### config.mk
export PLATFORM = sky130hd
export DESIGN_NAME = lsu_lane_unit
export DESIGN_NICKNAME = d
export VERILOG_FILES = /design/src/rtl/lsu_pkg.sv /design/src/rtl/lsu_addr_gen.sv /design/src/rtl/lsu_store_lanes.sv /design/src/rtl/lsu_load_extract.sv /design/src/rtl/lsu_lane_unit.sv
export SDC_FILE = /design/constraint.sdc
export NUM_CORES = 1
export LEC_CHECK = 0
export BUFFER_PORTS_ARGS = -buffer_cell sky130_fd_sc_hd__buf_2
export CAP_MARGIN = 30
export CORE_MARGIN = 1
export CORE_UTILIZATION = 25
export CTS_CLUSTER_SIZE = 16
export DETAILED_ROUTE_END_ITERATION = 10
export PLACE_DENSITY_LB_ADDON = 0.15
export SYNTH_ARGS = -nofsm -noshare
export SYNTH_HDL_FRONTEND = slang
export SYNTH_SLANG_ARGS = --single-unit
### constraint.sdc
create_clock -name clk_i -period 4.3 [get_ports clk_i]
set_input_delay 0.86 -clock clk_i [delete_from_list [all_inputs] [get_ports clk_i]]
set_output_delay 0.86 -clock clk_i [all_outputs]
set_load 0.01 [all_outputs]
### src/rtl/lsu_pkg.sv
package lsu_pkg;
  typedef enum logic [1:0] {
    SZ_BYTE = 2'd0,
    SZ_HALF = 2'd1,
    SZ_WORD = 2'd2,
    SZ_DBL  = 2'd3
  } lsu_size_e;
endpackage

### src/rtl/lsu_addr_gen.sv
module lsu_addr_gen
  import lsu_pkg::*;
#(
  parameter int ADDR_W = 64,
  parameter int DISP_W = 16,
  parameter int LANES  = 8,
  localparam int OFF_W = $clog2(LANES)
) (
  input  logic [ADDR_W-1:0] base_i,
  input  logic [DISP_W-1:0] disp_i,
  input  lsu_size_e         size_i,
  input  logic              big_i,
  output logic [ADDR_W-1:0] ea_o,
  output logic              misalign_o,
  output logic [OFF_W-1:0]  lane_sh_o
);
  logic [OFF_W:0]   nbytes;
  logic [OFF_W:0]   sh_big;
  logic [OFF_W-1:0] off;
  logic [OFF_W-1:0] low_mask;

  assign ea_o     = base_i + {{(ADDR_W-DISP_W){disp_i[DISP_W-1]}}, disp_i};
  assign off      = ea_o[OFF_W-1:0];
  assign nbytes   = (OFF_W+1)'(1) << size_i;
  assign low_mask = OFF_W'(nbytes - (OFF_W+1)'(1));
  assign misalign_o = |(off & low_mask);

  // big-endian: byte group sits at the top of the lane range, mirrored
  assign sh_big    = (OFF_W+1)'(LANES) - {1'b0, off} - nbytes;
  assign lane_sh_o = big_i ? sh_big[OFF_W-1:0] : off;
endmodule

### src/rtl/lsu_store_lanes.sv
module lsu_store_lanes
  import lsu_pkg::*;
#(
  parameter int DATA_W = 64,
  localparam int LANES = DATA_W / 8,
  localparam int OFF_W = $clog2(LANES)
) (
  input  logic [DATA_W-1:0] data_i,
  input  lsu_size_e         size_i,
  input  logic [OFF_W-1:0]  lane_sh_i,
  output logic [DATA_W-1:0] wdata_o,
  output logic [LANES-1:0]  be_o
);
  logic [OFF_W:0]      nbytes;
  logic [LANES-1:0]    keep;
  logic [DATA_W-1:0]   data_m;

  assign nbytes = (OFF_W+1)'(1) << size_i;

  for (genvar k = 0; k < LANES; k++) begin : g_lane
    assign keep[k]           = (OFF_W+1)'(k) < nbytes;
    assign data_m[8*k +: 8]  = keep[k] ? data_i[8*k +: 8] : 8'h00;
  end

  assign wdata_o = data_m << {lane_sh_i, 3'b000};
  assign be_o    = keep << lane_sh_i;
endmodule

### src/rtl/lsu_load_extract.sv
module lsu_load_extract
  import lsu_pkg::*;
#(
  parameter int DATA_W = 64,
  localparam int LANES = DATA_W / 8,
  localparam int OFF_W = $clog2(LANES)
) (
  input  logic [DATA_W-1:0] rdata_i,
  input  lsu_size_e         size_i,
  input  logic [OFF_W-1:0]  lane_sh_i,
  input  logic              uns_i,
  output logic [DATA_W-1:0] value_o
);
  logic [DATA_W-1:0] aligned;

  assign aligned = rdata_i >> {lane_sh_i, 3'b000};

  always_comb begin
    unique case (size_i)
      SZ_BYTE: value_o = {{(DATA_W-8){!uns_i && aligned[7]}},   aligned[7:0]};
      SZ_HALF: value_o = {{(DATA_W-16){!uns_i && aligned[15]}}, aligned[15:0]};
      SZ_WORD: value_o = {{(DATA_W-32){!uns_i && aligned[31]}}, aligned[31:0]};
      default: value_o = aligned;
    endcase
  end
endmodule

### src/rtl/lsu_lane_unit.sv
module lsu_lane_unit
  import lsu_pkg::*;
#(
  parameter int DATA_W = 64,
  parameter int ADDR_W = 64,
  parameter int DISP_W = 16
) (
  input  logic                clk_i,
  input  logic                rst_ni,
  input  logic                req_valid_i,
  input  logic                req_store_i,
  input  logic [1:0]          req_size_i,
  input  logic                req_unsigned_i,
  input  logic                big_endian_i,
  input  logic [ADDR_W-1:0]   base_i,
  input  logic [DISP_W-1:0]   disp_i,
  input  logic [DATA_W-1:0]   store_data_i,
  input  logic [DATA_W-1:0]   mem_rdata_i,
  output logic                mem_req_o,
  output logic                mem_we_o,
  output logic [ADDR_W-1:0]   mem_addr_o,
  output logic [DATA_W/8-1:0] mem_be_o,
  output logic [DATA_W-1:0]   mem_wdata_o,
  output logic                misalign_o,
  output logic                rf_we_o,
  output logic [DATA_W-1:0]   rf_wdata_o
);
  localparam int LANES = DATA_W / 8;
  localparam int OFF_W = $clog2(LANES);

  lsu_size_e         size_in;
  logic [ADDR_W-1:0] ea;
  logic              mis;
  logic [OFF_W-1:0]  lane_sh;
  logic [DATA_W-1:0] st_wdata;
  logic [LANES-1:0]  st_be;
  logic              acc_ok;

  assign size_in = lsu_size_e'(req_size_i);

  lsu_addr_gen #(
    .ADDR_W(ADDR_W), .DISP_W(DISP_W), .LANES(LANES)
  ) u_agen (
    .base_i    (base_i),
    .disp_i    (disp_i),
    .size_i    (size_in),
    .big_i     (big_endian_i),
    .ea_o      (ea),
    .misalign_o(mis),
    .lane_sh_o (lane_sh)
  );

  lsu_store_lanes #(.DATA_W(DATA_W)) u_st (
    .data_i   (store_data_i),
    .size_i   (size_in),
    .lane_sh_i(lane_sh),
    .wdata_o  (st_wdata),
    .be_o     (st_be)
  );

  assign acc_ok = req_valid_i && !mis;

  // address phase
  logic              a_req_q, a_we_q, a_mis_q, a_uns_q;
  logic [ADDR_W-1:0] a_addr_q;
  logic [LANES-1:0]  a_be_q;
  logic [DATA_W-1:0] a_wdata_q;
  lsu_size_e         a_size_q;
  logic [OFF_W-1:0]  a_sh_q;

  always_ff @(posedge clk_i or negedge rst_ni) begin
    if (!rst_ni) begin
      a_req_q   <= 1'b0;
      a_we_q    <= 1'b0;
      a_mis_q   <= 1'b0;
      a_uns_q   <= 1'b0;
      a_addr_q  <= '0;
      a_be_q    <= '0;
      a_wdata_q <= '0;
      a_size_q  <= SZ_BYTE;
      a_sh_q    <= '0;
    end else begin
      a_req_q   <= acc_ok;
      a_we_q    <= acc_ok && req_store_i;
      a_mis_q   <= req_valid_i && mis;
      a_uns_q   <= req_unsigned_i;
      a_addr_q  <= acc_ok ? {ea[ADDR_W-1:OFF_W], {OFF_W{1'b0}}} : '0;
      a_be_q    <= (acc_ok && req_store_i) ? st_be : '0;
      a_wdata_q <= (acc_ok && req_store_i) ? st_wdata : '0;
      a_size_q  <= size_in;
      a_sh_q    <= lane_sh;
    end
  end

  // response phase: synchronous memory answers one cycle after the request
  logic             b_we_q, b_uns_q;
  lsu_size_e        b_size_q;
  logic [OFF_W-1:0] b_sh_q;

  always_ff @(posedge clk_i or negedge rst_ni) begin
    if (!rst_ni) begin
      b_we_q   <= 1'b0;
      b_uns_q  <= 1'b0;
      b_size_q <= SZ_BYTE;
      b_sh_q   <= '0;
    end else begin
      b_we_q   <= a_req_q && !a_we_q;
      b_uns_q  <= a_uns_q;
      b_size_q <= a_size_q;
      b_sh_q   <= a_sh_q;
    end
  end

  logic [DATA_W-1:0] ld_val;

  lsu_load_extract #(.DATA_W(DATA_W)) u_ld (
    .rdata_i  (mem_rdata_i),
    .size_i   (b_size_q),
    .lane_sh_i(b_sh_q),
    .uns_i    (b_uns_q),
    .value_o  (ld_val)
  );

  assign mem_req_o   = a_req_q;
  assign mem_we_o    = a_we_q;
  assign mem_addr_o  = a_addr_q;
  assign mem_be_o    = a_be_q;
  assign mem_wdata_o = a_wdata_q;
  assign misalign_o  = a_mis_q;
  assign rf_we_o     = b_we_q;
  assign rf_wdata_o  = b_we_q ? ld_val : '0;
endmodule

Word level (Yosys, flattened, before mapping)
Index checks and enable logic that the tools add are counted. W data, S select, Z words.

Register bits after elaboration: 152. Input bits: 216. Word-level logic and storage cells: 58. Output and inout port bits: 204.

Reduce and logical (&&, ||, !) cells: 12. Magnitude comparators: 8. Equality and inequality tests: 2. Shifts and indexed selects: 4. $add $sub $neg: 4. Muxes and demuxes: 14. Bitwise gates (word level): 1.

Operator list (count): $mux W64 (3); $pmux W64 S3 (1); $mux W8 (9); $add A64 B64 Y64 (1); $shl A64 B6 Y64 (1); $shr A64 B6 Y64 (1); $lt A3 B4 Y1 const A (4); $lt A1 B4 Y1 const A (2); $lt A2 B4 Y1 const A (2); $shl A8 B3 Y8 (1); $logic_and A1 B1 Y1 (7); $shl A1 B2 Y4 const A (1); $and A3 B3 Y3 (1); $logic_not A1 Y1 (3); $mux W3 (1); $reduce_or A3 Y1 (1); $sub A1 B3 Y3 const A (1); $sub A3 B1 Y3 const B (1); $sub A3 B3 Y3 (1); $eq A2 B1 Y1 const B (1); $eq A2 B2 Y1 const B (1); $logic_not A2 Y1 (1).

Longest topological paths before layout
Gate-level depths: netlist (run 1).

Depth in word-level cells: 8. Depth in mapped cells: 18. Mapped depth without buffers: 17.

By module
Synthesis (run 1) repeated with hierarchy kept, for this count alone.

Cells, all modules: 1583. Area, all modules: 14192.4 um2.

Modules (own cells, without submodules): lsu_lane_unit (area each 5714.2 um2, cells an instance 398, times used 1, seq. area each 3728.6 um2); lsu_addr_gen (area each 4063.9 um2, cells an instance 605, times used 1, seq. area each 0.0 um2); lsu_load_extract (area each 2299.7 um2, cells an instance 264, times used 1, seq. area each 0.0 um2); lsu_store_lanes (area each 2114.5 um2, cells an instance 316, times used 1, seq. area each 0.0 um2).

Worst setup path after synthesis (run 1)
No wires, ideal clock.

Kind: input to register. Start point: input base_i[0]. End point: register a_wdata_q[54], in the netlist mem_wdata_o[54]. Slack: 0.615 ns. Stages: 16. Arrival time: 3.591 ns. Data required time: 4.206 ns. Path through: ha_1 inv_1 fa_1 inv_1 ha_1 inv_1 ha_1 xor2_1 xnor2_1 nand2_1 xor2_1 inv_2 clkbuf_1 buf_1 nor2_1 a211oi_1.

Longest elaborated chain between the ends: 7. Elaborated cells between the ends (all ways): 11.

Ends and longest elaborated chain: start, declared (line lsu_lane_unit.sv:15) `input logic [ADDR_W-1:0] base_i,`; $add A64 B64 Y64 (*) (line lsu_addr_gen.sv:22) `assign ea_o = base_i + {{(ADDR_W-DISP_W){disp_i[DISP_W-1]}}, disp_i};`; branches (longest 5 deep; another with $sub A1 B3 Y3); $mux W64 (*) (line lsu_lane_unit.sv:89) `a_wdata_q <= (acc_ok && req_store_i) ? st_wdata : '0;`; end signal, assigned (line lsu_lane_unit.sv:89); end, declared (line lsu_lane_unit.sv:67) `logic [DATA_W-1:0] a_wdata_q;`.

Every way passes the cells marked *.

Worst setup path in the final report (run 1)
Start point: register b_sh_q[1]. End point: output rf_wdata_o[44].

Longest elaborated chain between the ends: 4. Elaborated cells between the ends (all ways): 6.

Ends and longest elaborated chain: start, declared (line lsu_lane_unit.sv:98) `logic [OFF_W-1:0] b_sh_q;`; start signal, assigned (line lsu_lane_unit.sv:110) `b_sh_q <= a_sh_q;`; $shr A64 B6 Y64 (*) (line lsu_load_extract.sv:16) `assign aligned = rdata_i >> {lane_sh_i, 3'b000};`; $logic_and A1 B1 Y1, on equally long branches (line lsu_load_extract.sv:22, lsu_load_extract.sv:20, lsu_load_extract.sv:21); $pmux W64 S3 (*) (line lsu_load_extract.sv:19) `unique case (size_i)`; $mux W64 (*) (line lsu_lane_unit.sv:131) `assign rf_wdata_o = b_we_q ? ld_val : '0;`; end, declared (line lsu_lane_unit.sv:26) `output logic [DATA_W-1:0] rf_wdata_o`.

Every way passes the cells marked *; elsewhere a longest branch is shown, timed or not.

==> results of run 1 <==
==> metrics by stage <==
step / cells / hold WS [ps] / util, %
finish: 2654 / 330.3 / 32.33
global route: 2654 / 356.0 / 32.33
CTS: 2653 / 343.2 / 32.33
detailed placement: 2621 / 334.6 / 31.10
global placement: 2621 / 334.9 / 31.10
floorplan: 1610 / 331.2 / -
==> Yosys cell counts, types with 3 or more instances <==
library cell  number
nor2_1           214
or3_1              3
nor2b_1           22
o21ai_0           74
nand3_1           21
nand2_1          235
clkbuf_1          68
mux4_2             7
o211ai_1          11
nor3_2             3
clkinv_1           3
a21boi_0          24
buf_1             13
a31oi_1           14
a21oi_1          177
mux2_2            19
inv_1             26
nor3_1            49
nor3b_1            3
a21o_1            33
a211oi_1          41
and2_1             5
and3_1            25
buf_2             25
and4_1             6
dfrtp_1          149
nand4_1           20
mux2i_1           56
or2_2              6
ha_1              69
xor2_1            26
xnor2_1           29
o31ai_1            4
a32o_1             7
a21oi_2            3
nand2b_1          14
a22o_1             8
o21bai_1           9
o21a_1            17
a22oi_1           10
buf_4              4
a311oi_1           4
o22ai_1            9
and3b_1            3
==> worst max-delay path by stage <==
| stage | start | end | slack [ps] | cells after the start |
|---|---|---|---|---|
| 3_5_place_dp | base_i[0] | mem_wdata_o[8] | 300 | 15 |
| 4_1_cts | b_sh_q[1] | rf_wdata_o[53] | 300 | 11 |
| 6_report | b_sh_q[1] | rf_wdata_o[44] | 340 | 11 |
| 5_1_grt | b_sh_q[1] | rf_wdata_o[44] | 140 | 11 |
| 3_3_place_gp | base_i[0] | mem_wdata_o[4] | 300 | 15 |
| 2_1_floorplan | base_i[0] | mem_wdata_o[54] | 610 | 16 |
==> sequential cells by signal, summed over array words and instances (netlist names), 2 cells and up <==
register	flops
b_size_q	2
mem_be_o	8
b_sh_q	3
mem_addr_o	61
a_size_q	2
a_sh_q	3
mem_wdata_o	64
==> routing by layer <==
metal / track usage [%] / up-vias / routed length (um)
met3: 4.602 / 45 / 3121
met5: 0 / - / 41
li1: - / 6450 / -
met2: 33.36 / 440 / 24980
met1: 27.92 / 6359 / 24560
met4: 5.969 / 6 / 923
==> cells by family after synthesis <==
| family | synth area share (%) |
|---|---|
| XOR/XNOR | 3.858 |
| AND/OR/NAND/NOR | 22.55 |
| flip-flops | 29.86 |
| AO/OA/AOI/OAI | 24.25 |
| multiplexers | 7.586 |
| other | 0.03003 |
| buffers and inverters | 4.790 |
| adder cells (fa/ha/maj) | 7.075 |
==> area by class of cell <==
class	count	area [um^2]	area share [%]
repair buffers	459	2436	15.33
diodes	1	2.502	0.01575
multi-input cells	1318	8173	51.43
inverters	31	116.4	0.7322
clock inverters	13	160.2	1.008
well taps	664	830.8	5.228
clock buffers	19	442.9	2.787
flip-flops and latches	149	3731	23.48
==> worst max-delay path: stages, from the launching register on <==
cell	delay [ps]
dfrtp_2	690
mux2_2	400
nor2_1	90
a21oi_1	60
nand2_1	70
o21ai_0	130
o211ai_1	260
o211ai_1	120
nand2_1	90
buf_4	360
nor2_1	140
buf_2	160
==> power breakdown <==
group          total (mW)  leakage [nW]  internal, mW  switching [mW]
sequential           1.56          2.02          1.50          0.0649
combinational        2.35          5.77         0.861            1.49
clock                1.61         0.294         0.888           0.719
total                5.52          8.08          3.25            2.27
==> results.json, run 1 <==
{
  "outcome": "finished, final reports clean",
  "grt_usage_pct": 20.84,
  "numCtsBuffers": 17,
  "drive_gt1_share_pct": 27.80,
  "cts_hold_buf": 0,
  "yosys.area.top_type": "dfrtp_1",
  "postRouteAntennaNets": 0,
  "rows": 81,
  "antenna_found_initial": 5,
  "fin_tns_setup_ps": 0,
  "ys_top_cells_by_area": "dfrtp_1 (30%), a21oi_1 (7.1%), nand2_1 (7.1%), ha_1 (6.9%), nor2_1 (6.4%)",
  "rsz0062_at_grt": "no",
  "htreeDepth": 4,
  "gp_congestion": 0.8870,
  "die_x_um": 225.5,
  "finalHoldViolCount": 0,
  "place_ws_ps": 296.9,
  "vias": 13300,
  "slew_viol_final": 0,
  "synth_top_area_share_pct": 29.86,
  "vias_per_cell": 5.011,
  "setup_violations": 0,
  "finalPower_mw": 5.518,
  "avgSynthCellArea_um2": 7.765,
  "cts_buffer_depth": 2,
  "port_buffers": 416,
  "reg2reg_depth": 1,
  "grt_start_max_net_pins": 80,
  "postCtsResizedCells": 0,
  "area_delta_synth_final_pct": 27.29,
  "final_cell_mix": "buf_2 (415), nand2_1 (234), nor2_1 (214), a21oi_1 (176), dfrtp_1 (147)",
  "end_kind": "output port",
  "worstSkewPairLatency_ps": 480,
  "synthArstFlopShare_pct": 100.0,
  "synth-edff-count": 0,
  "crit_fanout": 32,
  "ios": 420,
  "wirelength_um": 53620,
  "maxCapViolations": 0,
  "dp_hpwl_um": 42770,
  "arrival_ps": 3100,
  "p_per_area_nw_per_um2": 347.2,
  "dieArea_um2": 50840,
  "start_kind": "flip-flop",
  "cts.sinks": 149,
  "reg2reg_slack_ps": 3690,
  "max_freq_mhz": 252.6,
  "rr_endpoint": "rf_we_o",
  "skew_ps": 2.374,
  "worst_pin_slew_ps": 899.9,
  "start_util_pct": 25.40,
  "finalCritPeriodShare_pct": 92.07,
  "post_cts_buffers": 0,
  "reg2reg_from": "mem_req_o",
  "path_clk_slew_ps": 70,
  "cp.required_ps": 3440,
  "wl_per_cell_um": 20.20,
  "drt_iter0_drc": 864,
  "layout_commonest_cell": "buf_2",
  "synth_warnings": 0,
  "cts_tree": "yes",
  "crit_type": "flip-flop to output port",
  "period_needed_ps": 3959,
  "p_leak_nw": 8.081,
  "nFillCells": 5371,
  "seq_area_frac_synth_pct": 29.86,
  "fin_area_um2": 15890,
  "syn_inst": 1608,
  "coreArea_um2": 49150,
  "synth.cell_area_um2": 12490,
  "grt_remaining_overflow": 0,
  "placed_cell_area_um2": 15290,
  "ys_types": 74,
  "maxSlewHeadroom_pct": 39.78,
  "die_h_um": 225.5,
  "nets": 2262,
  "drt_first_pass_iters": 5,
  "vdd_drop_max_mv": 0.2079,
  "fin_ws_ps": 340.8,
  "hold_class": "input pin to asynchronous set/reset pin",
  "grt_pass1_vias": 12930,
  "post-route-drc-count": 0,
  "ys.flop_type": "dfrtp_1",
  "root_buffer": "clkbuf_16",
  "grt_pass1_wl_um": 79670,
  "synth-seq-cells": 149
}
(Power assumes the default switching activity.)
==> run 2: changes to the inputs <==
PLACE_DENSITY_LB_ADDON = unset   (was 0.15)
==> run 2 against run 1 <==
First-iteration DRC count up 0.23%; routed wire length decreased by 2.5%; combinational power about the same; power shrank 0.14%; sequential cell count stayed put; core utilization increased by 0.11 points; sequential share of layout area down 0.083 points; fmax is 4.1% higher; design area increased by 0.35%; critical path type unchanged; critical endpoint is now rf_wdata_o[11]; highest routed layer unchanged.
==> results.json, run 2 (synthesized netlist as in run 1, its figures left out) <==
{
  "drt_first_pass_iters": 5,
  "htreeDepth": 4,
  "numCtsBuffers": 17,
  "postCtsResizedCells": 0,
  "root_buffer": "clkbuf_16",
  "post_cts_buffers": 0,
  "grt_pass1_wl_um": 77880,
  "area_delta_synth_final_pct": 27.74,
  "maxCapViolations": 0,
  "coreArea_um2": 49150,
  "start_kind": "flip-flop",
  "hold_class": "flip-flop to flip-flop",
  "crit_type": "flip-flop to output port",
  "cts_hold_buf": 0,
  "die_h_um": 225.5,
  "die_x_um": 225.5,
  "cts.sinks": 149,
  "grt_pass1_vias": 13230,
  "finalHoldViolCount": 0,
  "outcome": "finished, final reports clean",
  "dp_hpwl_um": 41680,
  "cts_tree": "yes",
  "finalCritPeriodShare_pct": 88.49,
  "final_cell_mix": "buf_2 (415), nand2_1 (234), nor2_1 (214), a21oi_1 (176), dfrtp_1 (147)",
  "fin_tns_setup_ps": 0,
  "drive_gt1_share_pct": 27.93,
  "end_kind": "output port",
  "max_freq_mhz": 262.8,
  "cts_buffer_depth": 2,
  "grt_start_max_net_pins": 91,
  "rows": 81,
  "setup_violations": 0,
  "vias_per_cell": 5.085,
  "grt_usage_pct": 20.03,
  "gp_congestion": 1.006,
  "vias": 13530,
  "finalPower_mw": 5.510,
  "worst_pin_slew_ps": 924.4,
  "postRouteAntennaNets": 0,
  "maxSlewHeadroom_pct": 38.14,
  "port_buffers": 416,
  "start_util_pct": 25.40,
  "path_clk_slew_ps": 80,
  "post-route-drc-count": 0,
  "rsz0062_at_grt": "no",
  "period_needed_ps": 3805,
  "skew_ps": 4.377,
  "worstSkewPairLatency_ps": 450,
  "p_leak_nw": 8.095,
  "p_per_area_nw_per_um2": 345.5,
  "slew_viol_final": 0,
  "crit_fanout": 53,
  "largest_reg_flops": 64,
  "vdd_drop_max_mv": 0.2700,
  "arrival_ps": 2940,
  "nets": 2264,
  "ios": 420,
  "dieArea_um2": 50840,
  "cp.required_ps": 3440,
  "antenna_found_initial": 7,
  "wirelength_um": 52310,
  "wl_per_cell_um": 19.66,
  "drt_iter0_drc": 866,
  "layout_commonest_cell": "buf_2",
  "nFillCells": 5250,
  "grt_remaining_overflow": 0
}
-- run 2: cell types whose count changed in the layout (fill, tap and decap cells not counted), sizes merged, moves of 2 or more --
cell	before	now
clkinv	4	9
diode	1	5
buf	459	461
bufinv	2	0
clkbuf	19	17
inv	37	35
-- run 2: worst max-delay path, stage by stage, from the launching register on --
cell and delay (ps):
dfrtp_2 480, buf_4 590, mux2i_1 290, o21ai_0 130, a21oi_1 520, nor2_1 90, o21a_1 200, buf_2 130
-- run 2: area by class of cell --
type | instances | area (um^2) | area share [%]
repair buffers | 461 | 2476 | 15.53
flip-flops and latches | 149 | 3731 | 23.39
inverters | 31 | 116.4 | 0.7296
multi-input cells | 1318 | 8173 | 51.24
well taps | 664 | 830.8 | 5.209
clock inverters | 15 | 183.9 | 1.153
clock buffers | 17 | 425.4 | 2.667
diodes | 5 | 12.51 | 0.07845
-- run 2: metrics by stage --
step	worst slack (ps)	hold WS (ps)	cells	util, %	cell area [um^2]
after floorplan	614.9	331.2	1610	-	12490
after detailed placement	312.8	339.4	2623	31.18	15330
after global placement	283.4	334.4	2623	31.18	15330
final	495.1	354.9	2660	32.45	15950
after CTS	514.9	356.3	2655	32.42	15940
after global routing	388.2	366.7	2657	32.43	15940
-- run 2: per-layer routing --
metal / vias up / part of all wire (%) / track usage, %
met5: - / 0.025 / 0
met3: 91 / 6.4 / 3.794
li1: 6450 / - / -
met2: 555 / 47 / 32.68
met4: 2 / 3.6 / 8.756
met1: 6427 / 43 / 25.64
-- run 2: path summary, 6_finish.rpt --
kind	startpoint	endpoint	slack, ps	cells after the start
max	b_sh_q[1]	rf_wdata_o[11]	500	7
min	a_sh_q[2]	b_sh_q[2]	350	0
max reg2reg	mem_we_o	rf_we_o	3690	1
min reg2reg	a_sh_q[2]	b_sh_q[2]	350	0
max in group asynchronous	rst_ni	mem_be_o[6]	2950	2
min in group asynchronous	rst_ni	mem_addr_o[27]	370	1
-- run 2: report_power, final --
part	switching, mW	internal, mW	total [mW]	leakage, nW
combinational	1.50	0.877	2.38	5.79
clock	0.794	0.787	1.58	0.289
sequential	0.0526	1.50	1.55	2.02
total	2.35	3.16	5.51	8.09
